--- config.mk ---
export PLATFORM = sky130hd
export DESIGN_NAME = insn_sequencer
export DESIGN_NICKNAME = d
export VERILOG_FILES = /design/src/rtl/sq_pkg.sv /design/src/rtl/sq_cyc.sv /design/src/rtl/sq_arch.sv /design/src/rtl/sq_fsm.sv /design/src/rtl/insn_sequencer.sv
export SDC_FILE = /design/constraint.sdc
export NUM_CORES = 1
export LEC_CHECK = 0
export ABC_AREA = 1
export ABC_CLOCK_PERIOD_IN_PS = 4700
export BUFFER_PORTS_ARGS = -buffer_cell sky130_fd_sc_hd__buf_2
export CAP_MARGIN = 10
export CORE_ASPECT_RATIO = 0.8
export CORE_MARGIN = 3
export CORE_UTILIZATION = 57
export CTS_CLUSTER_DIAMETER = 200
export DETAILED_ROUTE_END_ITERATION = 16
export PLACE_DENSITY_LB_ADDON = 0.3
export SLEW_MARGIN = 5
export SYNTH_ARGS = -nofsm -noshare
export SYNTH_HDL_FRONTEND = slang
export SYNTH_SLANG_ARGS = --single-unit
--- constraint.sdc ---
create_clock -name clk -period 4.7 [get_ports clk]
set_input_delay 0.705 -clock clk [delete_from_list [all_inputs] [get_ports clk]]
set_output_delay 0.705 -clock clk [all_outputs]
set_load 0.01 [all_outputs]
--- src/rtl/sq_pkg.sv ---
// Shared encodings for the instruction sequencer.
// Assumes the fixed instruction layout: opcode [3:0], field a [9:4], field b [15:10].
package sq_pkg;
    localparam int OPC_W = 4;
    localparam int FLD_W = 6;

    typedef enum logic [2:0] {
        ST_FETCH,
        ST_DEC,
        ST_OPND,
        ST_XRD,
        ST_XCAP,
        ST_EXEC,
        ST_DONE,
        ST_HALT
    } sq_state_e;

    localparam logic [1:0] SPS_UP   = 2'b01;
    localparam logic [1:0] SPS_DOWN = 2'b10;

    localparam logic [FLD_W-1:0] XOP_NOP  = 6'd0;
    localparam logic [FLD_W-1:0] XOP_CALL = 6'd1;
    localparam logic [FLD_W-1:0] XOP_STOP = 6'd2;
endpackage

--- src/rtl/sq_cyc.sv ---
// Per-instruction cycle accumulator.
// Assumes clr and en are never both set in one cycle; clr has priority.
module sq_cyc #(
    parameter int CYC_W = 4
) (
    input  logic             clk,
    input  logic             rst_n,
    input  logic             clr,
    input  logic             en,
    input  logic [CYC_W-1:0] add,
    output logic [CYC_W-1:0] cnt
);
    // Restart the count at instruction start, accumulate costs after that.
    always_ff @(posedge clk) begin
        if (!rst_n)   cnt <= '0;
        else if (clr) cnt <= '0;
        else if (en)  cnt <= cnt + add;
    end
endmodule

--- src/rtl/sq_arch.sv ---
// Architectural state: PC, SP, saved SP, O, skip and running flags.
// Assumes the controller asserts at most one SP-changing strobe per cycle.
module sq_arch #(
    parameter int W = 16
) (
    input  logic         clk,
    input  logic         rst_n,
    input  logic         pc_inc,
    input  logic         pc_load,
    input  logic [W-1:0] pc_new,
    input  logic         sp_save,
    input  logic         sp_apply,
    input  logic [1:0]   sp_step,
    input  logic         sp_restore,
    input  logic         sp_dec,
    input  logic         o_load,
    input  logic [W-1:0] o_new,
    input  logic         skip_set,
    input  logic         skip_clr,
    input  logic         run_clr,
    output logic [W-1:0] pc_q,
    output logic [W-1:0] sp_q,
    output logic [W-1:0] o_q,
    output logic         skip_q,
    output logic         run_q
);
    import sq_pkg::*;

    localparam logic [W-1:0] ONE = {{(W-1){1'b0}}, 1'b1};

    logic [W-1:0] sp_saved_q;

    // Program counter: a jump load wins over a sequential increment.
    always_ff @(posedge clk) begin
        if (!rst_n)       pc_q <= '0;
        else if (pc_load) pc_q <= pc_new;
        else if (pc_inc)  pc_q <= pc_q + ONE;
    end

    // Snapshot of SP taken when an instruction is fetched.
    always_ff @(posedge clk) begin
        if (!rst_n)       sp_saved_q <= '0;
        else if (sp_save) sp_saved_q <= sp_q;
    end

    // Stack pointer: rollback, call push, or operand stack effect.
    always_ff @(posedge clk) begin
        if (!rst_n)              sp_q <= '0;
        else if (sp_restore)     sp_q <= sp_saved_q;
        else if (sp_dec)         sp_q <= sp_q - ONE;
        else if (sp_apply) begin
            if (sp_step == SPS_UP)        sp_q <= sp_q + ONE;
            else if (sp_step == SPS_DOWN) sp_q <= sp_q - ONE;
        end
    end

    // Overflow register loaded by the arithmetic unit.
    always_ff @(posedge clk) begin
        if (!rst_n)      o_q <= '0;
        else if (o_load) o_q <= o_new;
    end

    // Skip flag: set by a failed test, cleared when consumed.
    always_ff @(posedge clk) begin
        if (!rst_n)        skip_q <= 1'b0;
        else if (skip_clr) skip_q <= 1'b0;
        else if (skip_set) skip_q <= 1'b1;
    end

    // Running flag: cleared once by the stop operation.
    always_ff @(posedge clk) begin
        if (!rst_n)       run_q <= 1'b1;
        else if (run_clr) run_q <= 1'b0;
    end

    AST_SKIP_CONSUMED: assert property (@(posedge clk) disable iff (!rst_n)
        skip_clr |=> !skip_q);
endmodule

--- src/rtl/sq_fsm.sv ---
// Fetch/decode/resolve/execute controller with the memory port mux.
// Assumes a memory with one cycle read latency and a combinational resolver
// and arithmetic unit answering in the cycle their request is presented.
module sq_fsm #(
    parameter int W     = 16,
    parameter int CYC_W = 4
) (
    input  logic                     clk,
    input  logic                     rst_n,
    input  logic [W-1:0]             mem_rdata,
    input  logic                     opr_needs_word,
    input  logic [W-1:0]             opr_value,
    input  logic [1:0]               alu_cycles,
    input  logic                     alu_fail,
    input  logic                     alu_o_we,
    input  logic [W-1:0]             pc_q,
    input  logic [W-1:0]             sp_q,
    input  logic                     skip_q,
    input  logic                     run_q,
    output logic [W-1:0]             mem_addr,
    output logic                     mem_rd,
    output logic                     mem_wr,
    output logic [W-1:0]             mem_wdata,
    output logic [sq_pkg::FLD_W-1:0] opr_field,
    output logic [W-1:0]             opr_word,
    output logic                     alu_go,
    output logic [sq_pkg::OPC_W-1:0] alu_op,
    output logic [W-1:0]             alu_a,
    output logic [W-1:0]             alu_b,
    output logic                     pc_inc,
    output logic                     pc_load,
    output logic [W-1:0]             pc_new,
    output logic                     sp_save,
    output logic                     sp_apply,
    output logic                     sp_restore,
    output logic                     sp_dec,
    output logic                     o_load,
    output logic                     skip_set,
    output logic                     skip_clr,
    output logic                     run_clr,
    output logic                     cyc_clr,
    output logic                     cyc_en,
    output logic [CYC_W-1:0]         cyc_add,
    output logic                     done
);
    import sq_pkg::*;

    localparam int A_LSB = OPC_W;
    localparam int B_LSB = OPC_W + FLD_W;
    localparam logic [W-1:0] ONE = {{(W-1){1'b0}}, 1'b1};

    sq_state_e        state_q, state_d;
    logic [W-1:0]     ir_q, xword_q, a_val_q, b_val_q;
    logic             got_q, sel_a_q;
    logic [OPC_W-1:0] opc;
    logic [FLD_W-1:0] fld_a, fld_b;
    logic             is_basic, resolve, exec_live, do_call;

    assign opc      = ir_q[OPC_W-1:0];
    assign fld_a    = ir_q[A_LSB+FLD_W-1:A_LSB];
    assign fld_b    = ir_q[B_LSB+FLD_W-1:B_LSB];
    assign is_basic = (opc != '0);

    assign opr_field = sel_a_q ? fld_a : fld_b;
    assign opr_word  = got_q ? xword_q : '0;
    assign resolve   = (state_q == ST_OPND) && !(opr_needs_word && !got_q);
    assign exec_live = (state_q == ST_EXEC) && !skip_q;
    assign do_call   = exec_live && !is_basic && (fld_a == XOP_CALL);

    assign alu_go = exec_live && is_basic;
    assign alu_op = opc;
    assign alu_a  = a_val_q;
    assign alu_b  = b_val_q;

    // Memory port: reads for fetch and extension words, write for call.
    always_comb begin
        mem_rd    = (state_q == ST_FETCH) || (state_q == ST_XRD);
        mem_wr    = do_call;
        mem_addr  = do_call ? (sp_q - ONE) : pc_q;
        mem_wdata = pc_q;
    end

    // Strobes towards the register and cycle-count blocks.
    always_comb begin
        pc_inc     = (state_q == ST_DEC) || (state_q == ST_XCAP);
        pc_load    = do_call;
        pc_new     = b_val_q;
        sp_save    = (state_q == ST_FETCH);
        sp_apply   = resolve;
        sp_restore = (state_q == ST_EXEC) && skip_q;
        sp_dec     = do_call;
        o_load     = alu_go && alu_o_we;
        skip_set   = alu_go && alu_fail;
        skip_clr   = (state_q == ST_EXEC) && skip_q;
        run_clr    = exec_live && !is_basic && (fld_a == XOP_STOP);
        cyc_clr    = (state_q == ST_FETCH);
        cyc_en     = 1'b0;
        cyc_add    = '0;
        done       = (state_q == ST_DONE);
        if (state_q == ST_XCAP) begin
            cyc_en  = 1'b1;
            cyc_add = CYC_W'(1);
        end else if (alu_go) begin
            cyc_en  = 1'b1;
            cyc_add = CYC_W'(alu_cycles);
        end else if (do_call) begin
            cyc_en  = 1'b1;
            cyc_add = CYC_W'(2);
        end else if (exec_live && !is_basic && (fld_a == XOP_NOP)) begin
            cyc_en  = 1'b1;
            cyc_add = CYC_W'(1);
        end
    end

    // Next-state selection for the instruction sequence.
    always_comb begin
        state_d = state_q;
        case (state_q)
            ST_FETCH: state_d = ST_DEC;
            ST_DEC:   state_d = ST_OPND;
            ST_OPND: begin
                if (opr_needs_word && !got_q) state_d = ST_XRD;
                else if (!sel_a_q)            state_d = ST_EXEC;
            end
            ST_XRD:   state_d = ST_XCAP;
            ST_XCAP:  state_d = ST_OPND;
            ST_EXEC:  state_d = ST_DONE;
            ST_DONE:  state_d = run_q ? ST_FETCH : ST_HALT;
            default:  state_d = ST_HALT;
        endcase
    end

    // State register.
    always_ff @(posedge clk) begin
        if (!rst_n) state_q <= ST_FETCH;
        else        state_q <= state_d;
    end

    // Instruction, extension word and operand value capture.
    always_ff @(posedge clk) begin
        if (!rst_n) begin
            ir_q    <= '0;
            xword_q <= '0;
            a_val_q <= '0;
            b_val_q <= '0;
            got_q   <= 1'b0;
            sel_a_q <= 1'b0;
        end else begin
            case (state_q)
                ST_DEC: begin
                    ir_q    <= mem_rdata;
                    sel_a_q <= (mem_rdata[OPC_W-1:0] != '0);
                    got_q   <= 1'b0;
                end
                ST_XCAP: begin
                    xword_q <= mem_rdata;
                    got_q   <= 1'b1;
                end
                ST_OPND: begin
                    if (resolve) begin
                        got_q <= 1'b0;
                        if (sel_a_q) begin
                            a_val_q <= opr_value;
                            sel_a_q <= 1'b0;
                        end else begin
                            b_val_q <= opr_value;
                        end
                    end
                end
                default: ;
            endcase
        end
    end

    AST_ONE_PORT_OP: assert property (@(posedge clk) disable iff (!rst_n)
        !(mem_rd && mem_wr));
endmodule

--- src/rtl/insn_sequencer.sv ---
// Top of the fetch/execute sequencer: controller, architectural registers
// and cycle accumulator. Assumes the surrounding resolver, arithmetic unit
// and single-port memory behave as described in the brief.
module insn_sequencer #(
    parameter int W     = 16,
    parameter int CYC_W = 4
) (
    input  logic                     clk,
    input  logic                     rst_n,
    output logic [W-1:0]             mem_addr,
    output logic                     mem_rd,
    output logic                     mem_wr,
    output logic [W-1:0]             mem_wdata,
    input  logic [W-1:0]             mem_rdata,
    output logic [sq_pkg::FLD_W-1:0] opr_field,
    output logic [W-1:0]             opr_word,
    input  logic                     opr_needs_word,
    input  logic [W-1:0]             opr_value,
    input  logic [1:0]               opr_sp_step,
    output logic                     alu_go,
    output logic [sq_pkg::OPC_W-1:0] alu_op,
    output logic [W-1:0]             alu_a,
    output logic [W-1:0]             alu_b,
    input  logic [1:0]               alu_cycles,
    input  logic                     alu_fail,
    input  logic                     alu_o_we,
    input  logic [W-1:0]             alu_o,
    output logic [W-1:0]             pc,
    output logic [W-1:0]             sp,
    output logic [W-1:0]             o_reg,
    output logic                     skip,
    output logic                     running,
    output logic                     insn_done,
    output logic [CYC_W-1:0]         insn_cycles
);
    logic         pc_inc, pc_load, sp_save, sp_apply, sp_restore, sp_dec;
    logic         o_load, skip_set, skip_clr, run_clr, cyc_clr, cyc_en;
    logic [W-1:0] pc_new;
    logic [CYC_W-1:0] cyc_add;

    sq_fsm #(.W(W), .CYC_W(CYC_W)) u_fsm (
        .clk(clk), .rst_n(rst_n),
        .mem_rdata(mem_rdata), .opr_needs_word(opr_needs_word),
        .opr_value(opr_value), .alu_cycles(alu_cycles), .alu_fail(alu_fail),
        .alu_o_we(alu_o_we), .pc_q(pc), .sp_q(sp), .skip_q(skip), .run_q(running),
        .mem_addr(mem_addr), .mem_rd(mem_rd), .mem_wr(mem_wr), .mem_wdata(mem_wdata),
        .opr_field(opr_field), .opr_word(opr_word),
        .alu_go(alu_go), .alu_op(alu_op), .alu_a(alu_a), .alu_b(alu_b),
        .pc_inc(pc_inc), .pc_load(pc_load), .pc_new(pc_new),
        .sp_save(sp_save), .sp_apply(sp_apply), .sp_restore(sp_restore), .sp_dec(sp_dec),
        .o_load(o_load), .skip_set(skip_set), .skip_clr(skip_clr), .run_clr(run_clr),
        .cyc_clr(cyc_clr), .cyc_en(cyc_en), .cyc_add(cyc_add), .done(insn_done)
    );

    sq_arch #(.W(W)) u_arch (
        .clk(clk), .rst_n(rst_n),
        .pc_inc(pc_inc), .pc_load(pc_load), .pc_new(pc_new),
        .sp_save(sp_save), .sp_apply(sp_apply), .sp_step(opr_sp_step),
        .sp_restore(sp_restore), .sp_dec(sp_dec),
        .o_load(o_load), .o_new(alu_o),
        .skip_set(skip_set), .skip_clr(skip_clr), .run_clr(run_clr),
        .pc_q(pc), .sp_q(sp), .o_q(o_reg), .skip_q(skip), .run_q(running)
    );

    sq_cyc #(.CYC_W(CYC_W)) u_cyc (
        .clk(clk), .rst_n(rst_n),
        .clr(cyc_clr), .en(cyc_en), .add(cyc_add), .cnt(insn_cycles)
    );

    AST_NO_GO_WHEN_SKIPPING: assert property (@(posedge clk) disable iff (!rst_n)
        alu_go |-> !skip);
    AST_CALL_MOVES_SP: assert property (@(posedge clk) disable iff (!rst_n)
        mem_wr |=> (sp == $past(mem_addr)));
    AST_STOPPED_QUIET: assert property (@(posedge clk) disable iff (!rst_n)
        !running |-> (!mem_rd && !mem_wr));
    AST_DONE_ONE_CYCLE: assert property (@(posedge clk) disable iff (!rst_n)
        insn_done |=> !insn_done);
endmodule

==> results of run 1 <==
[metal layers]
metal / vias up / global-route usage, %
met5: - / 0
met4: 2 / 11.3
met3: 67 / 10.2
met2: 498 / 47.5
met1: 3595 / 45.4
li1: 3891 / -
[cells in the mapped netlist, drive strengths merged]
master | instances | area, sq um
nand2 | 254 | 976
nand3b | 2 | 15.0
or2 | 1 | 6.26
nor3 | 13 | 65.1
clkbuf | 26 | 97.6
buf | 46 | 344
nor2 | 181 | 712
and2 | 1 | 6.26
ha | 6 | 75.1
fa | 1 | 20.0
o211ai | 6 | 45.0
o21bai | 1 | 7.51
o311ai | 1 | 8.76
xnor2 | 3 | 26.3
nand4 | 23 | 150
a21oi | 78 | 394
dfxtp | 139 | 2780
o221ai | 1 | 8.76
o22ai | 1 | 6.26
a21o | 1 | 7.51
o21ai | 115 | 576
xor2 | 15 | 131
nor3b | 1 | 7.51
a31oi | 4 | 25.0
nand3 | 84 | 453
inv | 112 | 423
[kinds of logic after synthesis]
logic type | Yosys count | synth area share [%]
AND/OR/NAND/NOR | 560 | 32.4
AO/OA/AOI/OAI | 208 | 14.6
buffers and inverters | 184 | 11.7
flip-flops | 139 | 37.8
XOR/XNOR | 18 | 2.14
adder cells (fa/ha/maj) | 7 | 1.29
[critical path, stage by stage (launching register included)]
cell and delay (ps):
dfxtp_1 520, inv_1 110, nand3_2 90, nor2_2 60, nand3_2 80, buf_4 380
inv_1 440, and2_1 310, o21bai_1 150, buf_2 160
[registers in the layout (all words and copies together) (netlist names), 4 cells and up]
register and cells:
u_fsm.alu_b 16, u_cyc.cnt 4, u_arch.sp_saved_q 16, u_fsm.xword_q 16
u_arch.o_q 16, u_arch.sp_q 16, u_fsm.ir_q 16, u_fsm.alu_a 16
u_arch.pc_q 16
[how the worst min path moves through the flow]
stage | from | end | slack (ps) | cells after the start
after floorplan | u_fsm.ir_q[10] | u_fsm.ir_q[10] | 420 | 2
after global placement | u_fsm.ir_q[10] | u_fsm.ir_q[10] | 440 | 2
after detailed placement | u_fsm.ir_q[10] | u_fsm.ir_q[10] | 440 | 2
after CTS | u_fsm.ir_q[10] | u_fsm.ir_q[10] | 450 | 2
after global routing | u_fsm.ir_q[12] | u_fsm.ir_q[12] | 470 | 2
final | u_fsm.ir_q[10] | u_fsm.ir_q[10] | 450 | 2
[power breakdown]
part | switching (W) | leakage, nW | internal (W)
Combinational | 0.000405 | 2.78 | 0.000204
Sequential | 0.0000945 | 1.13 | 0.00127
Clock | 0.000533 | 0.313 | 0.000923
Total | 0.00103 | 4.22 | 0.00239
[cell type report]
cell class                      instances  area (sq um)
Clock inverter                         12           188
Sequential cell                       139          2780
Fill cell                            1025          3560
Multi-Input combinational cell        793          3720
Inverter                              112           423
Timing Repair Buffer                  207          1040
Clock buffer                           20           457
Tap cell                              171           214
[through the flow]
step           instance area, sq um  hold WS, ps
6_report                       8830          453
5_1_grt                        8830          468
4_1_cts                        8830          451
3_5_place_dp                   8190          442
3_3_place_gp                   8190          438
2_1_floorplan                  7370          424
==> impl_results.md, run 1 <==
* Outcome: completed
* CTS max path bufs at 2
* WL final at 23600 um
* Initial antenna violation count at 1
* Highest metal used: met5
* Most common cell after layout, fill and taps aside: nand2_1
* Final core utilization at 71.3%
* Die ar. at 14300 sq um
* H-tree Lvls at 4
* Worst Reg2Reg Path Length in Cells at 12
* DRT iter0 DRCs at 901
* Post-layout instance count excluding filler cells at 1454
* Initial Util at 59.5%
* Final Slew Violations at 0
* Share of the yosys chip area belonging to registers at 37.8%
* Via count at 8053
* Max-capacitance violation count at 0
* Max FO, Critical Path at 40
* Postcts setup bufs at 0
* Hold Vio Cnt, Final at 0
* Met1 Routed Length at 10000 um
* Post-Syn Area at 7370 sq um
* Gr ovfl total at 0
* Detailed-router iteration count before antenna repair at 5
* WL/cell at 16.2 um
* ANT cells at 0
* Share of layout cells above drive strength 1 at 21.0%
* Hold_buf cts at 0
* Post-DP HPWL at 17100 um
* Post-CTS Resized at 0
* Pin count of the biggest net entering global routing at 48
* Peak VDD IR at 258 uV
* CTS Buf Count at 17
* DRT antenna net count at 0
* Fmax at 290 MHz
* DR vias/cell at 5.54
* Distinct cell type count after synthesis at 39
* Met2 WL at 9840 um
* RR Startpoint: u_fsm.state_q[2]
* Total power at 0.00343 W
* Number of synthesized register bits at 139
* Internal reg-to-reg setup slack at 2050 ps
* Beginning of the critical path: u_fsm.state_q[1]
* Input/output buffers at 204
* GP Congestion at 0.983
* I/O pins at 205
* Tightest Pin Transition at 920 ps
* Avg Cell Area, Syn at 6.60 sq um
* Worst Setup End Kind: output port
* Number of global-route vias before repair at 7176
* Most frequent cells in the layout: 247 x nand2_1, 204 x buf_2, 174 x nor2_1, 139 x dfxtp_1, 115 x o21ai_0
* Skew-Pair Late Insertion Delay at 430 ps
* End point of the critical path: mem_addr[8]
* Pleak at 4.22 nW
* GRT Util Overall at 32.5%
* Die Ht at 108 um
* HP Class: flip-flop to flip-flop
* CTS sink cnt at 139
* Tcrit/Tclk final at 73.3%
* Setup TNS at 0 ps
* Place WS at 1740 ps
* Cell count after placement at 1422
* Num rows at 36
* CTS tree: done
* Syn Inst Count at 1116
* Worst Skew at 5.71 ps
* Final WS setup at 1260 ps
* Crit Path Class: flip-flop to output port
* First-pass GRT wire length at 36900 um
* Pwr/cell area at 388 nW/um^2
* Synth warn at 0
* Post-Syn Nets at 1180
* Residual DRC at 0
* Fin crit period at 3440 ps
* Core area at 12400 sq um
* WP data arrival at 2740 ps
* Clock root buffer: clkbuf_16
* CTS clk-pin slew, worst paths at 60 ps
* Die width at 133 um
* Final setup fails at 0
* DR WL met3 at 3110 um
* Slew HR at 38.6%
* CP required at 3990 ps
* FF-to-FF End: u_cyc.cnt[2]
* Nets at 1334
* CP Launch Type: flip-flop
* RSZ-0062 raised after global routing: false
* Area delta synth->final at 19.8%
(Power assumes the default switching activity.)
==> run 2: changes to the inputs <==
--- a/config.mk
+++ b/config.mk
@@ -6,12 +6,12 @@
 export NUM_CORES = 1
 export LEC_CHECK = 0
 export ABC_AREA = 1
-export ABC_CLOCK_PERIOD_IN_PS = 4700
+export ABC_CLOCK_PERIOD_IN_PS = 3270
 export BUFFER_PORTS_ARGS = -buffer_cell sky130_fd_sc_hd__buf_2
 export CAP_MARGIN = 10
 export CORE_ASPECT_RATIO = 0.8
 export CORE_MARGIN = 3
-export CORE_UTILIZATION = 57
+export CORE_UTILIZATION = 53
 export CTS_CLUSTER_DIAMETER = 200
 export DETAILED_ROUTE_END_ITERATION = 16
 export PLACE_DENSITY_LB_ADDON = 0.3
==> constraint.sdc (replaced) <==
create_clock -name clk -period 3.27 [get_ports clk]
set_input_delay 0.4905 -clock clk [delete_from_list [all_inputs] [get_ports clk]]
set_output_delay 0.4905 -clock clk [all_outputs]
set_load 0.01 [all_outputs]
==> run 2 against run 1 <==
Effect of this change:
- power rose by 36%
- sequential power rose by 43%
- via count rose by 0.22%
- routed wire length rose by 0.94%
- sequential share of layout area barely moved
- combinational power rose by 47%
- count of clock-buffer cells in the layout fell by 1
- cell count rose by 0.89%
- first-iteration DRC count rose by 4.0%
- critical path depth fell by 2
- critical path type unchanged
- critical endpoint is now mem_addr[12]
==> impl_results.md, run 2 (synthesis results as in run 1) <==
* Postcts setup bufs at 0
* DR vias/cell at 5.50
* Fin crit period at 2910 ps
* GP Congestion at 0.979
* Setup TNS at 0 ps
* First-pass GRT wire length at 37500 um
* Slew HR at 40.7%
* RR Startpoint: u_fsm.state_q[2]
* Hold_buf cts at 0
* Skew-Pair Late Insertion Delay at 430 ps
* Number of global-route vias before repair at 7182
* Initial antenna violation count at 0
* Initial Util at 55.7%
* Outcome: completed
* Fmax at 344 MHz
* Most common cell after layout, fill and taps aside: nand2_1
* HP Class: input port to flip-flop
* Most frequent cells in the layout: 247 x nand2_1, 204 x buf_2, 174 x nor2_1, 139 x dfxtp_1, 115 x o21ai_0
* Pin count of the biggest net entering global routing at 46
* DRT antenna net count at 0
* CTS Buf Count at 17
* Post-CTS Resized at 0
* Min-Delay Startpoint: mem_rdata[2]
* ANT cells at 0
* WP data arrival at 2410 ps
* Hold WS at 325 ps
* Hold path endpoint: u_fsm.xword_q[2]
* Share of layout cells above drive strength 1 at 21.5%
* Crit Path Class: flip-flop to output port
* Filler Cell Count at 1222
* Final WS setup at 365 ps
* Worst Reg2Reg Path Length in Cells at 12
* CTS clk-pin slew, worst paths at 60 ps
* Worst Setup End Kind: output port
* Via count at 8071
* CTS max path bufs at 2
* CTS tree: done
* Gr ovfl total at 0
* RSZ-0062 raised after global routing: false
* Place WS at 719 ps
* Input/output buffers at 204
* WL final at 23800 um
* GRT Util Overall at 31.0%
* Post-DP HPWL at 17300 um
* H-tree Lvls at 4
* CTS sink cnt at 139
* Clock root buffer: clkbuf_16
* Die ar. at 15400 sq um
* Core area at 13200 sq um
* Pleak at 4.22 nW
* Pwr/cell area at 530 nW/um^2
* Num rows at 37
* Die Ht at 111 um
* Design Area, Final at 8820 sq um
* CP required at 2780 ps
* Area after DPL at 8260 sq um
* Residual DRC at 0
* Max FO, Critical Path at 18
* Hold Vio Cnt, Final at 0
* WL/cell at 16.3 um
* DRT iter0 DRCs at 937
* Worst Skew at 10.3 ps
* Worst hold stages at 3
* Final Slew Violations at 0
* Nets at 1343
* Area delta synth->final at 19.7%
* Peak VDD IR at 394 uV
* Tcrit/Tclk final at 88.8%
* FF-to-FF End: u_cyc.cnt[2]
* Internal reg-to-reg setup slack at 690 ps
* Tightest Pin Transition at 888 ps
* Die width at 138 um
* I/O pins at 205
* Final setup fails at 0
* Detailed-router iteration count before antenna repair at 5
* CP Launch Type: flip-flop
* Max-capacitance violation count at 0
==> run 2: cell count changes in the layout (fill, tap and decap cells not counted), sizes merged <==
| cell | before | now |
|---|---|---|
| clkbuf | 20 | 19 |
| bufinv | 4 | 1 |
| buf | 207 | 216 |
| clkinv | 5 | 6 |
| clkinvlp | 1 | 4 |
==> run 2: worst max path at each step <==
| stage | startpoint | to | slack (ps) | cells past startpoint |
|---|---|---|---|---|
| 5_1_grt | u_fsm.state_q[2] | mem_addr[12] | 210 | 7 |
| 2_1_floorplan | u_fsm.state_q[1] | u_cyc.cnt[2] | 1070 | 16 |
| 3_5_place_dp | u_fsm.state_q[2] | u_cyc.cnt[2] | 720 | 12 |
| 3_3_place_gp | u_fsm.state_q[2] | u_cyc.cnt[2] | 810 | 12 |
| 6_report | u_fsm.state_q[2] | mem_addr[12] | 360 | 7 |
| 4_1_cts | u_fsm.state_q[2] | mem_addr[12] | 380 | 7 |
==> run 2: layer usage <==
layer	up-vias	wire, um	global-route usage (%)
met5	-	0	0
met4	0	570	10.3
met3	46	3000	9.89
met2	465	9730	42.1
met1	3651	10500	46.0
li1	3909	-	-
==> run 2: worst max-delay path: stages, from the launching register on <==
cell	delay, ps
dfxtp_1	570
nand3_2	140
nor2_2	170
nand2_1	130
nor2_4	410
nor2_1	120
or2_2	310
buf_2	140
==> run 2: power by group <==
part	switching [W]	internal [W]	leakage, nW
Combinational	0.000597	0.000301	2.83
Sequential	0.000125	0.00182	1.13
Clock	0.000766	0.00107	0.266
Total	0.00149	0.00319	4.22
==> run 2: through the flow <==
step	total power (W)	util [%]	std cells
floorplan	0.00256	-	1116
global placement	0.00284	62.4	1435
detailed placement	0.00285	62.4	1435
CTS	0.00467	66.6	1467
global route	0.00490	66.6	1467
finish	0.00468	66.6	1467
==> run 2: final cells by class <==
| class | instances | area (sq um) | area share [%] |
|---|---|---|---|
| Multi-Input combinational cell | 793 | 3720 | 42.2 |
| Sequential cell | 139 | 2780 | 31.6 |
| Timing Repair Buffer | 216 | 1110 | 12.6 |
| Clock buffer | 19 | 443 | 5.02 |
| Inverter | 112 | 423 | 4.80 |
| Tap cell | 175 | 219 | 2.48 |
| Clock inverter | 13 | 119 | 1.35 |
==> run 3: changes to the inputs <==
--- a/config.mk
+++ b/config.mk
@@ -11,7 +11,7 @@
 export CAP_MARGIN = 10
 export CORE_ASPECT_RATIO = 0.8
 export CORE_MARGIN = 3
-export CORE_UTILIZATION = 53
+export CORE_UTILIZATION = 39
 export CTS_CLUSTER_DIAMETER = 200
 export DETAILED_ROUTE_END_ITERATION = 16
 export PLACE_DENSITY_LB_ADDON = 0.3
==> run 3 against run 2 <==
Effect of this change:
- die area rose by 34%
- sequential cell count unchanged
- clock power increased by 2%
- combinational power down 2%
- sequential share of layout area is 0.27 points lower
- power grew 0.35%
- cell area is 0.87% higher
- critical path depth did not move
- global-route usage is 7.3 points lower
- routed wire length up 4.2%
- cell count rose by 5.1%
- maximum frequency barely moved
- critical path type unchanged
==> impl_results.md, run 3 (synthesis results as in run 1) <==
* Outcome: completed
* Number of global-route vias before repair at 7061
* Peak VDD IR at 397 uV
* GP Congestion at 0.920
* Skew-Pair Late Insertion Delay at 430 ps
* GRT Util Overall at 23.6%
* RR Startpoint: u_fsm.state_q[2]
* Gr ovfl total at 0
* Clk network pwr share at 39.8%
* Die ar. at 20600 sq um
* Post-CTS Resized at 0
* CP required at 2780 ps
* Worst Skew at 8.65 ps
* Final setup fails at 0
* Num rows at 44
* Place WS at 760 ps
* Nets at 1340
* Share of layout cells above drive strength 1 at 21.3%
* Net Sw Frac at 32.0%
* CP Launch Type: flip-flop
* Crit Path Class: flip-flop to output port
* Slew HR at 34.4%
* Tightest Pin Transition at 982 ps
* Most common cell after layout, fill and taps aside: nand2_1
* Tcrit/Tclk final at 88.8%
* Core area at 18300 sq um
* Fin crit period at 2900 ps
* Input/output buffers at 204
* Pin count of the biggest net entering global routing at 46
* Worst Reg2Reg Path Length in Cells at 7
* Hold path endpoint: u_arch.o_q[12]
* Internal reg-to-reg setup slack at 760 ps
* Filler Cell Count at 1969
* First-pass GRT wire length at 38500 um
* Most frequent cells in the layout: 247 x nand2_1, 204 x buf_2, 174 x nor2_1, 139 x dfxtp_1, 115 x o21ai_0
* Min-Delay Startpoint: alu_o[12]
* Worst Setup End Kind: output port
* Pleak at 4.20 nW
* Max FO, Critical Path at 18
* RSZ-0062 raised after global routing: false
* Worst hold stages at 3
* CTS Buf Count at 17
* P_sw at 0.00150 W
* DRT iter0 DRCs at 703
* Max-capacitance violation count at 0
* DR vias/cell at 5.15
* Clock root buffer: clkbuf_16
* WL/cell at 16.1 um
* Die width at 160 um
* Final WS setup at 366 ps
* ANT cells at 0
* WL final at 24900 um
* Combinational share of power at 18.8%
* Residual DRC at 0
* WP data arrival at 2410 ps
* Design Area, Final at 8900 sq um
* Total power at 0.00469 W
* Detailed-router iteration count before antenna repair at 5
* Setup TNS at 0 ps
* Hold WS at 329 ps
* Pint at 0.00319 W
* CTS tree: done
* Pwr/cell area at 527 nW/um^2
* Via count at 7939
* Hold_buf cts at 0
* Seq pwr share at 41.4%
* FF-to-FF End: u_cyc.cnt[1]
* CTS clk-pin slew, worst paths at 60 ps
* CTS sink cnt at 139
* Hold Vio Cnt, Final at 0
* Area after DPL at 8330 sq um
* Area delta synth->final at 20.7%
* Die Ht at 129 um
* HP Class: input port to flip-flop
* DRT antenna net count at 0
* Beginning of the critical path: u_fsm.state_q[2]
* Postcts setup bufs at 0
* Initial antenna violation count at 0
* I/O pins at 205
* Post-DP HPWL at 18200 um
* H-tree Lvls at 4
* CTS max path bufs at 2
* Initial Util at 40.2%
* Final Slew Violations at 0
* Fmax at 344 MHz
run 3: area by class of cell:
| type | instances | area, sq um | area share, % |
|---|---|---|---|
| multi-input cells | 793 | 3720 | 41.8 |
| clock inverters | 12 | 116 | 1.31 |
| well taps | 253 | 317 | 3.56 |
| clock buffers | 20 | 447 | 5.02 |
| inverters | 112 | 423 | 4.75 |
| repair buffers | 213 | 1090 | 12.2 |
| flip-flops and latches | 139 | 2780 | 31.3 |
run 3: power groups by stage:
stage	clock network, W	logic, W	registers [W]
floorplan	0	0.000618	0.00195
global placement	0	0.000868	0.00197
detailed placement	0	0.000874	0.00197
CTS	0.00189	0.000878	0.00194
global route	0.00197	0.000989	0.00196
finish	0.00187	0.000884	0.00194
run 3: routing by layer:
layer | track usage [%] | up-vias | wire length (um)
met4 | 7.00 | 0 | 382
li1 | - | 3911 | -
met3 | 6.69 | 38 | 2490
met5 | 0 | - | 0
met1 | 33.2 | 3635 | 11400
met2 | 35.4 | 355 | 10600
run 3: how the worst max path moves through the flow:
stage,to,cells past startpoint,slack (ps)
after floorplan,u_cyc.cnt[2],16,1070
after detailed placement,u_cyc.cnt[3],6,760
after CTS,mem_addr[12],7,380
after global routing,mem_addr[12],7,210
final,mem_addr[12],7,370
after global placement,u_cyc.cnt[1],7,830
run 3: worst max-delay path: stages (launching register included):
cell	delay [ps]
dfxtp_1	570
nand3_2	150
nor2_2	170
nand2_1	120
nor2_4	430
nor2_1	100
or2_2	300
buf_2	140
run 3: per-stage QoR:
step | std cells | utilization [%]
final | 1542 | 48.5
after detailed placement | 1510 | 45.5
after global placement | 1510 | 45.5
after CTS | 1542 | 48.5
after global routing | 1542 | 48.5
after floorplan | 1116 | -
